[src/rtl/mdio_pkg.sv]
// Shared constants for the management frame master.
// Assumes a fixed 32-bit frame word and a preamble of all ones.
package mdio_pkg;
    localparam int FRAME_W  = 32;
    localparam int PRE_LEN  = 32;
    localparam int TOTAL_W  = PRE_LEN + FRAME_W;
    localparam int IDX_W    = $clog2(TOTAL_W + 1);
    localparam int OP_HI    = 29;
    localparam int OP_LO    = 28;
    localparam int DATA_W   = 16;
    localparam int TA_POS   = PRE_LEN + 14;
    localparam int DATA_POS = PRE_LEN + 16;
    localparam int EVT_BIT  = 23;
    localparam logic [1:0] OP_READ = 2'b10;
endpackage

[src/rtl/mdio_clkdiv.sv]
// Management clock divider. Toggles mdc every `speed` system clocks and
// flags the cycle before each rising and falling edge.
// Assumes speed is changed only while no transaction runs.
module mdio_clkdiv #(
    parameter int SPD_W = 8
) (
    input  logic             clk,
    input  logic             rst_n,
    input  logic [SPD_W-1:0] speed,
    output logic             mdc,
    output logic             rise_tick,
    output logic             fall_tick
);
    logic [SPD_W-1:0] cnt;
    logic             mdc_q;
    logic             at_lim;

    // Divider reaches its limit for the current phase
    assign at_lim    = (speed != '0) && (cnt >= speed - 1'b1);
    assign rise_tick = at_lim && !mdc_q;
    assign fall_tick = at_lim && mdc_q;
    assign mdc       = mdc_q;

    // Phase counter and clock toggle
    always_ff @(posedge clk) begin
        if (!rst_n) begin
            cnt   <= '0;
            mdc_q <= 1'b0;
        end else if (speed == '0) begin
            cnt   <= '0;
            mdc_q <= 1'b0;
        end else if (at_lim) begin
            cnt   <= '0;
            mdc_q <= ~mdc_q;
        end else begin
            cnt <= cnt + 1'b1;
        end
    end


    speed_zero_low_chk: assert property (@(posedge clk) disable iff (!rst_n)
        (speed == '0) |=> !mdc_q);

    phase_len_chk: assert property (@(posedge clk) disable iff (!rst_n)
        (speed != '0 && !rise_tick && !fall_tick) |=> $stable(mdc_q));
endmodule

[src/rtl/mdio_shift.sv]
// Serializer for one management transaction: preamble, frame word, and
// on reads the capture of 16 returned bits. Bits change on fall_tick and
// are sampled on rise_tick. Assumes start is raised only while idle.
module mdio_shift
    import mdio_pkg::*;
(
    input  logic               clk,
    input  logic               rst_n,
    input  logic               start,
    input  logic [FRAME_W-1:0] frame_in,
    input  logic               rise_tick,
    input  logic               fall_tick,
    input  logic               mdio_i,
    output logic               busy,
    output logic               mdio_o,
    output logic               mdio_oe,
    output logic               done,
    output logic               is_rd,
    output logic [DATA_W-1:0]  rd_word
);
    logic [TOTAL_W-1:0] shreg, nxt_bits;
    logic [IDX_W-1:0]   idx, nxt_idx;
    logic               busy_q, rd_q, nxt_rd, active;
    logic               o_q, oe_q;
    logic [DATA_W-1:0]  rd_sh;

    // Source of the next bit: a fresh frame on start, else the shifter
    always_comb begin
        nxt_bits = start ? {{PRE_LEN{1'b1}}, frame_in} : shreg;
        nxt_idx  = start ? '0 : idx;
        nxt_rd   = start ? (frame_in[OP_HI:OP_LO] == OP_READ) : rd_q;
    end

    assign active  = busy_q || start;
    assign done    = fall_tick && busy_q && (idx == IDX_W'(TOTAL_W));
    assign busy    = busy_q;
    assign mdio_o  = o_q;
    assign mdio_oe = oe_q;
    assign is_rd   = rd_q;
    assign rd_word = rd_sh;

    // Bit sequencing on falling management clock edges
    always_ff @(posedge clk) begin
        if (!rst_n) begin
            shreg  <= '0;
            idx    <= '0;
            busy_q <= 1'b0;
            rd_q   <= 1'b0;
            o_q    <= 1'b1;
            oe_q   <= 1'b0;
        end else if (fall_tick && active) begin
            if (nxt_idx == IDX_W'(TOTAL_W)) begin
                busy_q <= 1'b0;
                idx    <= '0;
                o_q    <= 1'b1;
                oe_q   <= 1'b0;
            end else begin
                o_q    <= nxt_bits[TOTAL_W-1];
                oe_q   <= !(nxt_rd && (nxt_idx >= IDX_W'(TA_POS)));
                shreg  <= nxt_bits << 1;
                idx    <= nxt_idx + 1'b1;
                busy_q <= 1'b1;
                rd_q   <= nxt_rd;
            end
        end else if (start) begin
            shreg  <= nxt_bits;
            idx    <= '0;
            busy_q <= 1'b1;
            rd_q   <= nxt_rd;
        end
    end

    // Read data capture on rising edges during the data bit times
    always_ff @(posedge clk) begin
        if (!rst_n) begin
            rd_sh <= '0;
        end else if (rise_tick && busy_q && rd_q && (idx > IDX_W'(DATA_POS))) begin
            rd_sh <= {rd_sh[DATA_W-2:0], mdio_i};
        end
    end


    preamble_ones_chk: assert property (@(posedge clk) disable iff (!rst_n)
        (busy_q && idx != '0 && idx <= IDX_W'(PRE_LEN)) |-> (o_q && oe_q));

    stable_at_rise_chk: assert property (@(posedge clk) disable iff (!rst_n)
        rise_tick |=> $stable(o_q));

    read_release_chk: assert property (@(posedge clk) disable iff (!rst_n)
        (busy_q && rd_q && idx > IDX_W'(TA_POS)) |-> !oe_q);

    idle_no_drive_chk: assert property (@(posedge clk) disable iff (!rst_n)
        !busy_q |-> !oe_q);
endmodule

[src/rtl/mdio_master.sv]
// Management frame master top: holds the frame word and the completion
// event, gates new transactions and joins the divider and the shifter.
// Assumes mdc_speed is changed only while busy is low.
module mdio_master
    import mdio_pkg::*;
#(
    parameter int SPD_W = 8
) (
    input  logic             clk,
    input  logic             rst_n,
    input  logic [SPD_W-1:0] mdc_speed,
    input  logic             cfg_wr,
    input  logic             cfg_sel,
    input  logic [31:0]      cfg_wdata,
    output logic [31:0]      mgmt_data,
    output logic [31:0]      evt_status,
    output logic             busy,
    output logic             mdc,
    output logic             mdio_o,
    output logic             mdio_oe,
    input  logic             mdio_i
);
    logic              rise_tick, fall_tick, accept, done, is_rd;
    logic [DATA_W-1:0] rd_word;
    logic [31:0]       data_q;
    logic              evt_q;

    // A frame word write starts a transaction only when idle and clocked
    assign accept = cfg_wr && !cfg_sel && !busy && (mdc_speed != '0);

    mdio_clkdiv #(.SPD_W(SPD_W)) u_div (
        .clk       (clk),
        .rst_n     (rst_n),
        .speed     (mdc_speed),
        .mdc       (mdc),
        .rise_tick (rise_tick),
        .fall_tick (fall_tick)
    );

    mdio_shift u_shift (
        .clk       (clk),
        .rst_n     (rst_n),
        .start     (accept),
        .frame_in  (cfg_wdata),
        .rise_tick (rise_tick),
        .fall_tick (fall_tick),
        .mdio_i    (mdio_i),
        .busy      (busy),
        .mdio_o    (mdio_o),
        .mdio_oe   (mdio_oe),
        .done      (done),
        .is_rd     (is_rd),
        .rd_word   (rd_word)
    );

    // Frame word: software load, read data return
    always_ff @(posedge clk) begin
        if (!rst_n) begin
            data_q <= '0;
        end else if (accept) begin
            data_q <= cfg_wdata;
        end else if (done && is_rd) begin
            data_q[DATA_W-1:0] <= rd_word;
        end
    end

    // Sticky completion flag, cleared by writing one
    always_ff @(posedge clk) begin
        if (!rst_n) begin
            evt_q <= 1'b0;
        end else if (done) begin
            evt_q <= 1'b1;
        end else if (cfg_wr && cfg_sel && cfg_wdata[EVT_BIT]) begin
            evt_q <= 1'b0;
        end
    end

    assign mgmt_data  = data_q;
    assign evt_status = {{(31-EVT_BIT){1'b0}}, evt_q, {EVT_BIT{1'b0}}};


    done_sets_evt_chk: assert property (@(posedge clk) disable iff (!rst_n)
        done |=> evt_status[EVT_BIT]);

    write_keeps_word_chk: assert property (@(posedge clk) disable iff (!rst_n)
        (done && !is_rd) |=> $stable(mgmt_data));

    busy_write_ignored_chk: assert property (@(posedge clk) disable iff (!rst_n)
        (busy && cfg_wr && !cfg_sel && !done) |=> $stable(mgmt_data));

    speed_zero_idle_chk: assert property (@(posedge clk) disable iff (!rst_n)
        (mdc_speed == '0 && !busy) |=> (!busy && $stable(mgmt_data)));
endmodule

[config.mk]
export PLATFORM = sky130hd
export DESIGN_NAME = mdio_master
export DESIGN_NICKNAME = d
export VERILOG_FILES = /design/src/rtl/mdio_pkg.sv /design/src/rtl/mdio_clkdiv.sv /design/src/rtl/mdio_shift.sv /design/src/rtl/mdio_master.sv
export SDC_FILE = /design/constraint.sdc
export NUM_CORES = 1
export LEC_CHECK = 0
export ABC_AREA = 0
export BUFFER_PORTS_ARGS = -buffer_cell sky130_fd_sc_hd__buf_2
export CAP_MARGIN = 5
export CORE_MARGIN = 5
export CORE_UTILIZATION = 30
export DETAILED_ROUTE_END_ITERATION = 12
export SLEW_MARGIN = 20
export SYNTH_ARGS = -nofsm -noshare
export SYNTH_HDL_FRONTEND = slang
export SYNTH_HIERARCHICAL = 1
export SYNTH_SLANG_ARGS = --single-unit
[constraint.sdc]
create_clock -name clk -period 3.3 [get_ports clk]
set_clock_uncertainty 0.15 [all_clocks]
set_input_delay 0.33 -clock clk [delete_from_list [all_inputs] [get_ports clk]]
set_output_delay 0.33 -clock clk [all_outputs]
set_load 0.02 [all_outputs]
Word level (Yosys, flattened, before mapping)
Index checks and enable logic that the tools add are counted.
- magnitude comparators: 3
- mux-type cells: 20
- equality and inequality tests: 4
- $add $sub $neg: 3
- reduce and logical (&&, ||, !) cells: 29
- bitwise operators: 2
- operator list (kind ; number):
    two-way mux 64 bit ; 4
    two-way mux 16 bit ; 2
    two-way mux 7 bit ; 3
    logical AND 1 bit ; 16
    equality test 7 bit (second input constant) ; 2
    two-way mux 1 bit ; 11
    adder 8 x 1 -> 8 bit (second input constant) ; 1
    >= comparator 8 bit ; 1
    logical NOT 8 bit ; 1
    nonzero test 8 bit ; 1
    subtractor 8 x 1 -> 8 bit (second input constant) ; 1
    adder 7 x 1 -> 7 bit (second input constant) ; 1
    >= comparator 7 x 6 -> 1 bit (second input constant) ; 1
    greater-than comparator 7 x 6 -> 1 bit (second input constant) ; 1
    nonzero test 2 bit ; 3
    logical NOT 1 bit ; 4
    OR reduction 3 bit ; 1
    equality test 2 bit (second input constant) ; 1
    != test 2 bit (second input constant) ; 1
    NOT 1 bit ; 2
    AND reduction 2 bit ; 1
    OR reduction 2 bit ; 1
    logical OR 1 bit ; 1
- word-level logic and storage cells: 73
- input bits: 45
- output and inout port bits: 68
- flip-flop bits (word level): 133

Depth between registers and ports, before layout
Gate-level depths: netlist of run 1.
- word-level depth: 9
- mapped depth: 16
- depth with buffers taken out: 15

Cells and area by module
Netlist of run 1, hierarchy kept.
- modules (own cells, without submodules) (module ; cells each ; instances ; area each (um2)):
    mdio_shift ; 392 ; 1 ; 4023.9
    mdio_master ; 217 ; 1 ; 1848.0
    mdio_clkdiv ; 80 ; 1 ; 679.4

Least setup slack after synthesis of run 1
Ideal clock, no wire load.
- kind: input to register
- from: input mdc_speed[2]
- to: register u_shift.shreg[32]
- path slack: -0.225 ns
- path buffers: 2
- arrival: 3.259 ns
- stages: 14
- required time: 3.034 ns
- cell sequence: or4_4 nor4_1 xnor2_1 ha_1 nand4_1 a21oi_1 a21oi_1 nor3b_1 buf_2 a21oi_1 a41oi_2 clkbuf_1 nand3_1 o211a_1
- longest elaborated chain between the ends: 7
- elaborated cells on any way between the ends: 17
- classes of those cells: 1 x add/sub; 1 x order compare; 2 x eq/ne; 5 x mux; 8 x reduce/logical
- ends and longest elaborated chain (element ; RTL line ; text):
    start, declared ; mdio_master.sv:11 ; input logic [SPD_W-1:0] mdc_speed,
    subtractor 8 x 1 -> 8 bit ; mdio_clkdiv.sv:19 ; assign at_lim = (speed != '0) && (cnt >= speed - 1'b1);
    >= comparator 8 bit ; mdio_clkdiv.sv:19 ;
    logical AND 1 bit (*) ; mdio_clkdiv.sv:19 ;
    logical AND 1 bit (*) ; mdio_clkdiv.sv:21 ; assign fall_tick = at_lim && mdc_q;
    via fall_tick ; mdio_master.sv:23 ; logic rise_tick, fall_tick, accept, done, is_rd;
    logical AND 1 bit (*) ; mdio_shift.sv:51 ; end else if (fall_tick && active) begin
    != test 2 bit (no source line) or nonzero test 2 bit (tied branches) ; - ;
    AND reduction 2 bit (no source line) ; - ;
    end signal, assigned ; mdio_shift.sv:60 ; shreg <= nxt_bits << 1;
    end signal, assigned ; mdio_shift.sv:66 ; shreg <= nxt_bits;
    end, declared ; mdio_shift.sv:21 ; logic [TOTAL_W-1:0] shreg, nxt_bits;
The timed path passes the listed nets; every way through them passes the cells marked *. The select of a mux whose other input is x is not followed.
A chain may end at the register's enable or synchronous reset.

Worst setup path in the final report of run 1
- from: input mdc_speed[2]
- to: register u_shift.shreg[21]
Same word-level chain as after synthesis.

==> impl_metrics.json, run 1 <==
{
  "status": "finished clean",
  "htreeDepth": 4,
  "pre_cts_ws_ns": -0.401,
  "hold_violations": 0,
  "grt_pass1_vias": 4654,
  "cp-start-kind": "input port",
  "dpl.hpwl_mm": 10.2,
  "clkLatencyLatePin_ns": 0.42,
  "ir_drop_uv": 386,
  "root_buffer": "clkbuf_16",
  "synth-edff-count": 0,
  "port_buffers": 81,
  "max_stage_delay_ns": 0.53,
  "slowest_stage": "or4_4",
  "required_ns": 3.41,
  "max_freq_mhz": 318,
  "antenna_found_initial": 0,
  "num_vias": 5106,
  "clockBufferDepth": 2,
  "coreArea_um2": 21700,
  "crit_arrival_ns": 3.26,
  "setup_viol": 0,
  "pin_count": 113,
  "cp_max_fo": 15,
  "hold_slack_ns": 0.0297,
  "fin_crit_sh": 0.954,
  "grt_usage": 0.118,
  "die_x_um": 158,
  "ys_types": 48,
  "pwr_density_cell_nw_per_um2": 521,
  "row_count": 54,
  "grt_start_max_net_pins": 72,
  "ys_async_sr_fraction": 0,
  "worstHoldPathType": "in -> reg",
  "synth_commonest_cells": "dfxtp_1, mux2i_1, nand2_1",
  "drt_iter0_markers": 333,
  "drc": 0,
  "critical_path.most_common_cell": "a21oi_2",
  "worst_slew_pin_slew_ns": 0.671,
  "drv_slew": 0,
  "drtAntennaViolNets": 0,
  "synth_cells": 689,
  "cts_buffers": 17,
  "crit_chain": "buf_2 > or4_4 > nor4_2 > xnor2_1 > ha_1 > nand4_1 > a21oi_2 > a21oi_2 > nor3b_4 > nand2_2 > buf_4 > a31oi_4 > clkbuf_16 > mux2i_1 > a21oi_1",
  "post-route-util": 0.369,
  "wl_per_cell_um": 14.1,
  "rsz0062_at_grt": "yes",
  "period_needed_ns": 3.15,
  "yosysMostFrequentCell": "dfxtp_1",
  "cts_tree": "yes",
  "relSlewSlack": 0.553,
  "globalRouteOverflowTotal": 0,
  "yosysTopAreaCell": "dfxtp_1",
  "cts_setup_buffers": 0,
  "syn2layout_area_growth_pct": 22.0,
  "avgSynthCellArea_um2": 9.51,
  "start_util": 0.302,
  "finalWeightedCongestion": 0.806,
  "synth_top_area_frac": 0.406,
  "end_kind": "flip-flop",
  "grt_pass1_wl_mm": 23.8,
  "nets": 833,
  "synth_warnings": 6,
  "cap_violations": 0,
  "synth_area_um2": 6550,
  "die_area_um2": 24900,
  "ys_seq_area_frac": 0.406,
  "fp.dieH_um": 158,
  "dr.pass1.iters": 5,
  "p_leak_nw": 3.15,
  "ys_top_cells_by_area": "dfxtp_1, mux2i_1, mux2_2, o221a_1, nand2_1",
  "fillers": 2178,
  "routed_via_density": 4.78,
  "critPathKind": "in -> reg",
  "clock-sinks": 133,
  "synth.ff_latch_count": 133,
  "clk_pin_slew_ns": 0.06,
  "wl_mm": 15.0,
  "setup-tns-final_ns": 0,
  "fin_ws_ns": 0.153,
  "synthFlopType": "dfxtp_1",
  "layout-drive-gt1-share": 0.252
}
## metrics by stage
step | power (W) | std cells | cell area, um^2
floorplan | 0.00206 | 719 | 6700
global placement | 0.00216 | 1034 | 7310
detailed placement | 0.00217 | 1034 | 7310
CTS | 0.00422 | 1066 | 7950
global route | 0.00433 | 1067 | 7990
finish | 0.00417 | 1068 | 7990
## placed cells by master (no fill, tap or decap), types with 2 or more instances in the layout
cell type and count:
and2_1 3, buf_12 4, o22ai_1 2, dfxtp_1 133, nor3b_2 3, a21boi_0 17, mux2_2 30, nand4_1 4
buf_4 34, a31oi_1 2, a21oi_2 2, clkinv_2 2, nand2b_1 3, buf_2 80, o221a_1 30, nor3_1 6
a21oi_1 36, or4_4 2, xnor2_1 10, nand2_1 76, conb_1 31, and3_1 19, clkbuf_16 18, ha_1 14
nor2_1 15, xor2_1 6, mux2i_1 82, clkbuf_8 3, inv_1 9, nor4_1 3, clkinv_4 2, bufinv_16 4
o21ai_0 55, o21a_1 4, nand3_1 13, nor2b_1 4, clkinvlp_4 2
## sequential cells by signal, summed over array words and instances (netlist names)
name / flops
u_shift/mdio_oe: 1
evt_q: 1
mgmt_data: 32
u_shift/busy: 1
u_shift/rd_word: 16
u_div/mdc: 1
u_shift/mdio_o: 1
u_shift/shreg: 64
u_div/cnt: 8
u_shift/idx: 7
u_shift/is_rd: 1
## cell type report
| type | instances | area [um^2] | area share |
|---|---|---|---|
| clock buffer | 21 | 470 | 0.0589 |
| clock inverter | 11 | 171 | 0.0214 |
| tap | 280 | 350 | 0.0438 |
| timing repair buffer | 120 | 772 | 0.0966 |
| inverter | 10 | 37.5 | 0.00470 |
| sequential | 133 | 2660 | 0.333 |
| antenna | 1 | 2.50 | 0.000313 |
| multi-input combinational | 492 | 3530 | 0.441 |
## cell families (layout without fill, tap and decap cells)
logic type      after synthesis  in the layout  synth area share
flops                       133            133             0.406
fa+ha+maj                    14             14            0.0267
compound gates              160            160             0.170
mux                         112            112             0.177
buf+inv                      94            162            0.0804
xor+xnor                     16             16            0.0214
simple gates                159            159             0.117
other cells                   1             32          0.000572
## worst paths after layout
path,cells after the start,end,slack [ns],startpoint
hold reg to reg,2,mgmt_data[17],0.31,mgmt_data[17]
setup reg to reg,11,u_shift/shreg[63],0.38,u_div/cnt[0]
hold / removal,3,mgmt_data[14],0.03,cfg_wdata[14]
setup / recovery,15,u_shift/shreg[21],0.15,mdc_speed[2]
## where the power goes
| part | switching [W] | internal (W) | leakage (nW) | total (W) |
|---|---|---|---|---|
| registers | 0.0000460 | 0.00169 | 1.09 | 0.00173 |
| logic | 0.000236 | 0.000164 | 1.75 | 0.000400 |
| clock network | 0.000705 | 0.00133 | 0.310 | 0.00203 |
| total | 0.000987 | 0.00318 | 3.15 | 0.00417 |
## worst max-delay path, delay by kind of cell
kind            cells  cell delay [ns]
xor+xnor            1             0.11
mux                 1             0.19
simple gates        5             1.21
fa+ha+maj           1             0.32
compound gates      4             0.58
buf+inv             3             0.52
## layer usage
metal,global-route usage,wire (um),up-vias
met2,0.182,7040,95
met4,0.0410,225,0
met1,0.159,7150,2396
met3,0.0314,610,18
li1,-,-,2597
met5,0,0,-
## repair_timing
item / 4_1_cts / 5_1_grt
setup endpoints to repair: 0 / 82
hold buffers: 0 / 0
gates resized for setup: 0 / 6
Power figures use the tool's default switching activity.
==> run 2: changes to the inputs <==
==> constraint.sdc (replaced) <==
create_clock -name clk -period 3.1 [get_ports clk]
set_clock_uncertainty 0.15 [all_clocks]
set_input_delay 0.31 -clock clk [delete_from_list [all_inputs] [get_ports clk]]
set_output_delay 0.31 -clock clk [all_outputs]
set_load 0.02 [all_outputs]
==> impl_metrics.json, run 2 (synthesized netlist as in run 1, its figures left out) <==
{
  "worstHoldPathType": "in -> reg",
  "row_count": 54,
  "htreeDepth": 4,
  "worst_slew_pin_slew_ns": 0.646,
  "clk_pin_slew_ns": 0.06,
  "dp_cells": 1036,
  "nets": 846,
  "num_vias": 5178,
  "period_needed_ns": 3.10,
  "cap_violations": 0,
  "min_from": "cfg_wdata[5]",
  "end_kind": "flip-flop",
  "pin_count": 113,
  "status": "finished clean",
  "max_freq_mhz": 323,
  "drv_slew": 0,
  "drc": 0,
  "pre_cts_ws_ns": -0.395,
  "relSlewSlack": 0.569,
  "worstHoldPathCells": 3,
  "hold_violations": 0,
  "rsz0062_at_grt": "yes",
  "port_buffers": 81,
  "layout-drive-gt1-share": 0.285,
  "setup_viol": 0,
  "cp-start-kind": "input port",
  "p_leak_nw": 3.24,
  "syn2layout_area_growth_pct": 26.8,
  "drt_iter0_markers": 292,
  "reg2reg_setup_slack_ns": 0.24,
  "grt_pass1_vias": 4849,
  "largest-register": "u_shift/shreg",
  "rr_startpoint": "u_div/cnt[0]",
  "grt_start_max_net_pins": 64,
  "mostFrequentLayoutCell": "dfxtp_1",
  "critPathKind": "in -> reg",
  "fin_area_um2": 8310,
  "cp_max_fo": 11,
  "timing.rr.end": "u_shift/shreg[40]",
  "post-route-util": 0.383,
  "dpl.hpwl_mm": 10.5,
  "clkLatencyLatePin_ns": 0.42,
  "required_ns": 3.23,
  "routed_via_density": 4.80,
  "clock-sinks": 133,
  "coreArea_um2": 21700,
  "pwr_density_cell_nw_per_um2": 530,
  "globalRouteOverflowTotal": 0,
  "ir_drop_uv": 393,
  "die_x_um": 158,
  "holdPathEnd": "mgmt_data[5]",
  "r2r_cells": 12,
  "cts_tree": "yes",
  "grt_pass1_wl_mm": 24.6,
  "fin_ws_ns": 0.00242,
  "antenna_cells": 0,
  "grt_usage": 0.122,
  "final_cell_mix": "dfxtp_1, mux2i_1, buf_2",
  "cts_buffers": 17,
  "fin_cells": 1079,
  "root_buffer": "clkbuf_16",
  "fp.dieH_um": 158,
  "wl_mm": 15.9,
  "start_util": 0.302,
  "placed_cell_area_um2": 7370,
  "drtAntennaViolNets": 0,
  "largest_reg_flops": 64,
  "die_area_um2": 24900,
  "dr.pass1.iters": 4,
  "finalWeightedCongestion": 0.829,
  "antenna_found_initial": 2,
  "wl_per_cell_um": 14.7,
  "fin_crit_sh": 0.999,
  "clockBufferDepth": 2,
  "crit_arrival_ns": 3.23
}
run 2: how the worst max path moves through the flow:
stage                            start                end  slack (ns)
after detailed placement  mdc_speed[2]  u_shift/shreg[29]       -0.40
final                     mdc_speed[2]  u_shift/shreg[10]       0.002
after CTS                 mdc_speed[2]   u_shift/shreg[7]       0.004
after global placement    mdc_speed[2]  u_shift/shreg[20]       -0.34
after global routing      mdc_speed[2]      mgmt_data[14]       -0.19
after floorplan           mdc_speed[2]  u_shift/shreg[34]       -0.08
run 2: timing repair:
action / 4_1_cts / 5_1_grt
endpoints found under the hold margin: 4 / 0
hold buffers: 4 / 0
gates resized for setup: 0 / 56
endpoints found under the setup margin: 0 / 78
setup buffers: 0 / 3
run 2: critical path: stages:
cell and delay (ns):
buf_6 0.09, or4_4 0.55, nor4_4 0.15, xnor2_1 0.10, ha_1 0.31, nand4_1 0.11
a21oi_2 0.16, a21oi_2 0.10, nor3b_4 0.29, nand2_2 0.14, buf_6 0.17, a31oi_4 0.16
buf_12 0.15, clkbuf_16 0.17, mux2i_1 0.19, a21oi_1 0.08
run 2: layout make-up:
type	count	area, um^2
Clock buffer	18	439
Timing Repair Buffer	133	1010
Tap cell	280	350
Fill cell	2148	13400
Sequential cell	133	2660
Clock inverter	13	181
Multi-Input combinational cell	492	3630
Inverter	10	37.5
run 2: power by group:
group          switching, W  total (W)  internal, W
Clock              0.000752    0.00211      0.00136
Sequential        0.0000522    0.00185      0.00180
Combinational      0.000257   0.000443     0.000186
run 2: metal layers:
metal  global-route usage  up-vias  part of all wire
li1                     -     2619                 -
met1                0.159     2450              0.46
met2                0.196       86              0.49
met3               0.0353       19             0.041
met4               0.0406        4             0.010
met5                    0        -           0.00088
run 2: stage by stage:
step	hold WS [ns]	total power, W	TNS (ns)
final	0.0214	0.00440	0
after floorplan	0.280	0.00219	-4.04
after global placement	0.291	0.00231	-24.10
after CTS	0.00151	0.00445	0
after global routing	0.0196	0.00460	-9.09
after detailed placement	0.292	0.00232	-27.44
